$ cat src/rtl/rxdu_pkg.sv
package rxdu_pkg;

  typedef enum logic {
    IRQ_PER_PKT  = 1'b0,
    IRQ_END_XFER = 1'b1
  } irq_mode_e;

  typedef struct packed {
    logic fire;
    logic self_clr;
  } pkt_end_t;

endpackage

$ cat src/rtl/rxdu_size_calc.sv
module rxdu_size_calc #(
  parameter int CNT_W = 11
) (
  input  logic [CNT_W-1:0] max_pkt,
  input  logic [CNT_W-1:0] pkt_len,
  output logic [CNT_W-2:0] max_words,
  output logic [CNT_W:0]   rnd_bytes,
  output logic [CNT_W:0]   pad_bytes,
  output logic             same_words
);
  localparam int SUM_W = CNT_W + 1;
  localparam int WRD_W = CNT_W - 1;

  logic [SUM_W-1:0] max_sum;
  logic [SUM_W-1:0] len_sum;
  logic [WRD_W-1:0] len_words;

  always_comb begin
    max_sum    = {1'b0, max_pkt} + SUM_W'(3);
    len_sum    = {1'b0, pkt_len} + SUM_W'(3);
    max_words  = max_sum[SUM_W-1:2];
    len_words  = len_sum[SUM_W-1:2];
    rnd_bytes  = {max_words, 2'b00};
    pad_bytes  = rnd_bytes - {1'b0, pkt_len};
    same_words = (len_words == max_words);
  end

endmodule

$ cat src/rtl/rxdu_pkt_ctrl.sv
module rxdu_pkt_ctrl
  import rxdu_pkg::*;
#(
  parameter int CNT_W = 11
) (
  input  logic             clk,
  input  logic             rst_n,
  input  logic             pkt_valid,
  input  logic [CNT_W-1:0] pkt_bytes,
  input  logic             sw_clr,
  input  logic             rd_ok,
  input  logic [CNT_W-2:0] max_words,
  input  logic             same_words,
  output logic             rx_ready,
  output logic             words_pend,
  output logic [CNT_W-1:0] pkt_len,
  output pkt_end_t         pkt_end
);
  localparam int WRD_W = CNT_W - 1;

  logic             rdy_q, rdy_d;
  logic [WRD_W-1:0] wleft_q, wleft_d;
  logic [CNT_W-1:0] len_q, len_d;
  logic             len_en;
  logic             last_rd;

  always_comb begin
    last_rd = rd_ok && (wleft_q == WRD_W'(1));
    rdy_d   = rdy_q;
    wleft_d = wleft_q;
    len_en  = 1'b0;
    len_d   = pkt_bytes;
    if (sw_clr) begin
      rdy_d   = 1'b0;
      wleft_d = '0;
    end else if (rd_ok) begin
      wleft_d = wleft_q - WRD_W'(1);
      if (last_rd && same_words) begin
        rdy_d = 1'b0;
      end
    end else if (pkt_valid && !rdy_q) begin
      rdy_d   = 1'b1;
      wleft_d = max_words;
      len_en  = 1'b1;
    end
  end

  always_ff @(posedge clk or negedge rst_n) begin
    if (!rst_n) begin
      rdy_q   <= 1'b0;
      wleft_q <= '0;
    end else begin
      rdy_q   <= rdy_d;
      wleft_q <= wleft_d;
    end
  end

  always_ff @(posedge clk or negedge rst_n) begin
    if (!rst_n) begin
      len_q <= '0;
    end else if (len_en) begin
      len_q <= len_d;
    end
  end

  assign rx_ready         = rdy_q;
  assign words_pend       = (wleft_q != '0);
  assign pkt_len          = len_q;
  assign pkt_end.fire     = last_rd && !sw_clr;
  assign pkt_end.self_clr = same_words;

endmodule

$ cat src/rtl/rxdu_xfer_ctrl.sv
module rxdu_xfer_ctrl
  import rxdu_pkg::*;
#(
  parameter int CNT_W = 11,
  parameter int LEN_W = 16
) (
  input  logic             clk,
  input  logic             rst_n,
  input  logic             xfer_start,
  input  logic [LEN_W-1:0] xfer_len,
  input  pkt_end_t         pkt_end,
  input  logic [CNT_W:0]   rnd_bytes,
  input  logic [CNT_W:0]   pad_bytes,
  input  irq_mode_e        mode,
  output logic             len_ok,
  output logic [CNT_W:0]   pad_cnt,
  output logic             irq
);
  localparam int EXT_W = (LEN_W > CNT_W + 1) ? LEN_W : CNT_W + 1;

  logic [LEN_W-1:0] rem_q, rem_d;
  logic             rem_en;
  logic [CNT_W:0]   pad_q;
  logic             irq_q, irq_d;
  logic [EXT_W-1:0] rem_ext, rnd_ext, rem_after;

  always_comb begin
    rem_ext   = EXT_W'(rem_q);
    rnd_ext   = EXT_W'(rnd_bytes);
    rem_after = rem_ext - rnd_ext;
    len_ok    = (rem_ext >= rnd_ext);
    rem_en    = 1'b0;
    rem_d     = rem_q;
    if (xfer_start) begin
      rem_en = 1'b1;
      rem_d  = xfer_len;
    end else if (pkt_end.fire) begin
      rem_en = 1'b1;
      rem_d  = LEN_W'(rem_after);
    end
    irq_d = 1'b0;
    if (pkt_end.fire) begin
      if (mode == IRQ_PER_PKT) begin
        irq_d = 1'b1;
      end else begin
        irq_d = (rem_after == '0);
      end
    end
  end

  always_ff @(posedge clk or negedge rst_n) begin
    if (!rst_n) begin
      rem_q <= '0;
    end else if (rem_en) begin
      rem_q <= rem_d;
    end
  end

  always_ff @(posedge clk or negedge rst_n) begin
    if (!rst_n) begin
      pad_q <= '0;
    end else if (pkt_end.fire) begin
      pad_q <= pad_bytes;
    end
  end

  always_ff @(posedge clk or negedge rst_n) begin
    if (!rst_n) begin
      irq_q <= 1'b0;
    end else begin
      irq_q <= irq_d;
    end
  end

  assign pad_cnt = pad_q;
  assign irq     = irq_q;

endmodule

$ cat src/rtl/rxdu_top.sv
module rxdu_top
  import rxdu_pkg::*;
#(
  parameter int CNT_W = 11,
  parameter int LEN_W = 16
) (
  input  logic             clk,
  input  logic             rst_n,
  input  logic [CNT_W-1:0] max_pkt,
  input  logic             pkt_valid,
  input  logic [CNT_W-1:0] pkt_bytes,
  input  logic             sw_clr,
  input  logic             dma_en,
  input  logic             dma_mode,
  input  logic             xfer_start,
  input  logic [LEN_W-1:0] xfer_len,
  input  logic             word_rd,
  output logic             burst_req,
  output logic             rx_ready,
  output logic [CNT_W:0]   pad_cnt,
  output logic             irq
);

  logic [CNT_W-2:0] max_words;
  logic [CNT_W:0]   rnd_bytes;
  logic [CNT_W:0]   pad_bytes;
  logic             same_words;
  logic [CNT_W-1:0] pkt_len;
  logic             words_pend;
  logic             len_ok;
  logic             rd_ok;
  pkt_end_t         pkt_end;
  irq_mode_e        mode;

  assign mode      = irq_mode_e'(dma_mode);
  assign burst_req = dma_en && rx_ready && words_pend && len_ok;
  assign rd_ok     = burst_req && word_rd;

  rxdu_size_calc #(.CNT_W(CNT_W)) u_size (
    .max_pkt    (max_pkt),
    .pkt_len    (pkt_len),
    .max_words  (max_words),
    .rnd_bytes  (rnd_bytes),
    .pad_bytes  (pad_bytes),
    .same_words (same_words)
  );

  rxdu_pkt_ctrl #(.CNT_W(CNT_W)) u_pkt (
    .clk        (clk),
    .rst_n      (rst_n),
    .pkt_valid  (pkt_valid),
    .pkt_bytes  (pkt_bytes),
    .sw_clr     (sw_clr),
    .rd_ok      (rd_ok),
    .max_words  (max_words),
    .same_words (same_words),
    .rx_ready   (rx_ready),
    .words_pend (words_pend),
    .pkt_len    (pkt_len),
    .pkt_end    (pkt_end)
  );

  rxdu_xfer_ctrl #(.CNT_W(CNT_W), .LEN_W(LEN_W)) u_xfer (
    .clk        (clk),
    .rst_n      (rst_n),
    .xfer_start (xfer_start),
    .xfer_len   (xfer_len),
    .pkt_end    (pkt_end),
    .rnd_bytes  (rnd_bytes),
    .pad_bytes  (pad_bytes),
    .mode       (mode),
    .len_ok     (len_ok),
    .pad_cnt    (pad_cnt),
    .irq        (irq)
  );

endmodule

$ cat config.mk
export PLATFORM = sky130hd
export DESIGN_NAME = rxdu_top
export DESIGN_NICKNAME = d
export VERILOG_FILES = /design/src/rtl/rxdu_pkg.sv /design/src/rtl/rxdu_size_calc.sv /design/src/rtl/rxdu_pkt_ctrl.sv /design/src/rtl/rxdu_xfer_ctrl.sv /design/src/rtl/rxdu_top.sv
export SDC_FILE = /design/constraint.sdc
export NUM_CORES = 1
export LEC_CHECK = 0
export BUFFER_PORTS_ARGS = -buffer_cell sky130_fd_sc_hd__buf_4
export CAP_MARGIN = 20
export CORE_UTILIZATION = 27
export CTS_BUF_LIST = sky130_fd_sc_hd__clkbuf_8 sky130_fd_sc_hd__clkbuf_16
export DETAILED_ROUTE_END_ITERATION = 10
export GPL_TIMING_DRIVEN = 1
export PLACE_DENSITY_LB_ADDON = 0.08
export SLEW_MARGIN = 20
export SYNTH_ARGS = -nofsm -noshare
export SYNTH_HDL_FRONTEND = slang
export SYNTH_SLANG_ARGS = --single-unit
$ cat constraint.sdc
create_clock -name clk -period 2.9 [get_ports clk]
set_input_delay 0 -clock clk [delete_from_list [all_inputs] [get_ports clk]]
set_output_delay 0 -clock clk [all_outputs]
set_load 0.02 [all_outputs]
==> flow_metrics.py <==
metrics = {
    "layout": {
        "area.sequential_sq_mm": 0.00128,
        "antenna_cells": 0,
        "multi_input_area_sq_mm": 0.00255,
        "nets": 683,
        "fin_cells": 799,
        "finalInstanceArea_sq_mm": 0.00568,
        "nFillCells": 1452,
        "syn2layout_area_growth_pct": 43.4,
        "drive_above_1_share_pct": 30.4,
    },
    "clock_tree": {
        "cts.path.max_buffers": 2,
        "cts_tree": "done",
        "insertion_delay_ns": 0.31,
        "cts_buffers": 5,
        "h-tree-depth": 2,
        "clock_tree.root_cell": "clkbuf_16",
        "cts_sinks": 51,
        "clkTransAtPathRegs_ns": 0.07,
    },
    "global_route": {
        "grt_pass1_wl_um": 19300,
        "grt_usage_pct": 17.0,
        "overflow": 0,
        "antenna_found_initial": 0,
        "grt_max_degree": 52,
        "grt_pass1_vias": 3685,
    },
    "power_and_ir_drop": {
        "p_per_area_mw_per_mm2": 463,
        "ir_drop_v": 0.000217,
        "fin_total_pwr_mw": 2.63,
        "leakage_nw": 2.59,
    },
    "logic_synthesis": {
        "synth_area_per_cell_sq_um": 8.64,
        "synth_nets": 523,
        "yosysTopAreaCell": "dfrtp_1",
        "ys.warnings.count": 0,
        "synth_commonest_cells": "dfrtp_1, nand2_1, o21ai_0",
        "ys_seq_area_share_pct": 32.2,
        "ys.flop_type": "dfrtp_1",
        "synth.top_cell.area_share_pct": 32.2,
        "syn_inst": 458,
        "yosys-top-cells-area": "dfrtp_1, xnor2_1, ha_1",
        "synth.most_common_cell": "dfrtp_1",
        "synth_area_sq_mm": 0.00396,
        "synth-edff-count": 0,
        "synthArstFlopShare_pct": 100,
        "synth-seq-cells": 51,
        "synth_cell_types": 70,
    },
    "setup_path": {
        "cp-start-kind": "flip-flop",
        "path_class": "reg -> reg",
        "arrival_ns": 2.96,
        "crit_fanout": 3,
        "endpoint_kind": "flip-flop",
        "critPathRequiredTime_ns": 3.12,
    },
    "timing": {
        "finalSetupViolCount": 0,
        "relSlewSlack_pct": 54.5,
        "period_minus_slack_ns": 2.73,
        "clock_skew_ns": 0.00760,
        "hold_viol": 0,
        "fmax_mhz": 366,
        "worstMarginPinSlew_ns": 0.682,
        "fin_ws_ns": 0.166,
        "period_share_pct": 94.3,
        "whs_ns": 0.0294,
        "maxSlewViolCount": 0,
    },
    "detailed_routing": {
        "drt_iter0_drc": 192,
        "num_vias": 3878,
        "viasPerCell": 4.85,
        "post-route-drc-count": 0,
        "dr.pass1.iters": 4,
        "routedWlPerCell_um": 15.4,
        "drt_wl_total_um": 12300,
        "drtAntennaViolNets": 0,
    },
    "run_status": {
        "status": "finished clean",
    },
    "placement": {
        "dpl_cell_area_sq_mm": 0.00514,
        "pre_cts_ws_ns": -0.268,
        "io_buffers": 60,
        "place.gp.congestion": 0.890,
        "hpwl_um": 9580,
        "place_inst": 758,
    },
    "floorplanning": {
        "fp.coreArea_sq_mm": 0.0141,
        "die_h_um": 123,
        "dieWidth_um": 123,
        "dieArea_sq_mm": 0.0151,
        "std_cell_rows": 43,
        "start_util_pct": 28.1,
        "ios": 61,
    },
    "hold_path": {
        "worstHoldPathType": "in -> reg",
    },
    "job": {
        "cap_violations": 0,
    },
}
## repair_timing
item | CTS | global route
endpoints found under the setup margin | 0 | 22
setup buffers | 0 | 3
resized for setup | 0 | 16
hold buffers | 30 | 0
hold endpoints to repair | 88 | 0
## registers in the layout, summed over array words and instances (netlist names)
name	flops
u_xfer.pad_cnt	12
u_xfer.rem_ext	16
u_pkt.wleft_q	10
u_pkt.rx_ready	1
u_xfer.irq	1
u_pkt.pkt_len	11
## worst max-delay path, stage by stage, from the launching register on
cell and delay [ns]:
dfrtp_1 0.38, buf_4 0.13, ha_1 0.30, and3b_1 0.22
o21ai_1 0.16, o21a_1 0.19, o21ai_1 0.10, a311o_1 0.40
and2_4 0.18, or4b_1 0.46, a31oi_1 0.14
## final timing paths
kind / start / to / depth (start not counted) / slack (ns)
worst max-delay path: u_xfer.rem_ext[3] / u_xfer.rem_ext[13] / 10 / 0.17
worst min-delay path: max_pkt[10] / u_pkt.wleft_q[9] / 3 / 0.03
worst max register to register: u_xfer.rem_ext[3] / u_xfer.rem_ext[13] / 10 / 0.17
worst min register to register: u_xfer.pad_cnt[0] / u_xfer.pad_cnt[0] / 2 / 0.49
max in group asynchronous: rst_n / u_pkt.wleft_q[0] / 2 / 2.17
min in group asynchronous: rst_n / u_xfer.rem_ext[13] / 2 / 0.28
## per-layer routing
layer,global-route usage (%),part of all wire [%],routed length [um]
met1,24.1,51,6250
met2,27.0,44,5450
met3,2.35,3.9,484
met4,4.52,0.90,111
met5,0,0,0
## cell type report
cell class              instances  share of cell area [%]
clock buffers                   6                    2.45
inverters                      29                    1.92
multi-input cells             361                    44.9
flip-flops and latches         51                    22.5
well taps                     180                    3.97
repair buffers                170                    24.0
clock inverters                 2                   0.220
## logic make-up after synthesis
| group | synth area share [%] |
|---|---|
| DFF | 32.2 |
| AOI/OAI and AO/OA | 19.6 |
| and+or+nand+nor | 21.0 |
| buffers and inverters | 4.87 |
| muxes | 4.65 |
| adders and majority gates | 6.45 |
| xor gates and xnor gates | 11.1 |
## report_power, final
group	leakage (nW)	internal (mW)	switching, mW
registers	0.650	0.784	0.0744
logic	1.86	0.577	0.561
clock network	0.0783	0.343	0.287
## metrics by stage
| step | setup TNS, ns | utilization (%) |
|---|---|---|
| 2_1_floorplan | 0 | - |
| 3_5_place_dp | -3.00 | 36.5 |
| 5_1_grt | -0.000911 | 40.3 |
| 4_1_cts | 0 | 39.7 |
| 6_report | 0 | 40.3 |
| 3_3_place_gp | -2.55 | 36.5 |
## cell usage in the layout (no fill, tap or decap), types with 3 or more instances in the layout
| master | count |
|---|---|
| or3_1 | 11 |
| o21ai_1 | 5 |
| nand4_1 | 8 |
| a211oi_1 | 3 |
| o31ai_1 | 3 |
| buf_4 | 139 |
| clkbuf_16 | 5 |
| o311ai_0 | 4 |
| nor3b_1 | 3 |
| inv_1 | 29 |
| o211ai_1 | 7 |
| a21oi_1 | 13 |
| dlygate4sd3_1 | 30 |
| nor2_1 | 27 |
| xnor2_1 | 31 |
| mux2_2 | 11 |
| or2_2 | 4 |
| or4_1 | 6 |
| xor2_1 | 11 |
| nand2b_1 | 3 |
| nor3_1 | 10 |
| o21ai_0 | 33 |
| dfrtp_1 | 51 |
| ha_1 | 17 |
| a31oi_1 | 16 |
| o21a_1 | 4 |
| mux2i_1 | 6 |
| and2_1 | 3 |
| a21o_1 | 6 |
| and4_1 | 3 |
| o21bai_1 | 3 |
| nand3_1 | 12 |
| nand2_1 | 49 |
| and3_4 | 3 |
Power figures use the tool's default switching activity.
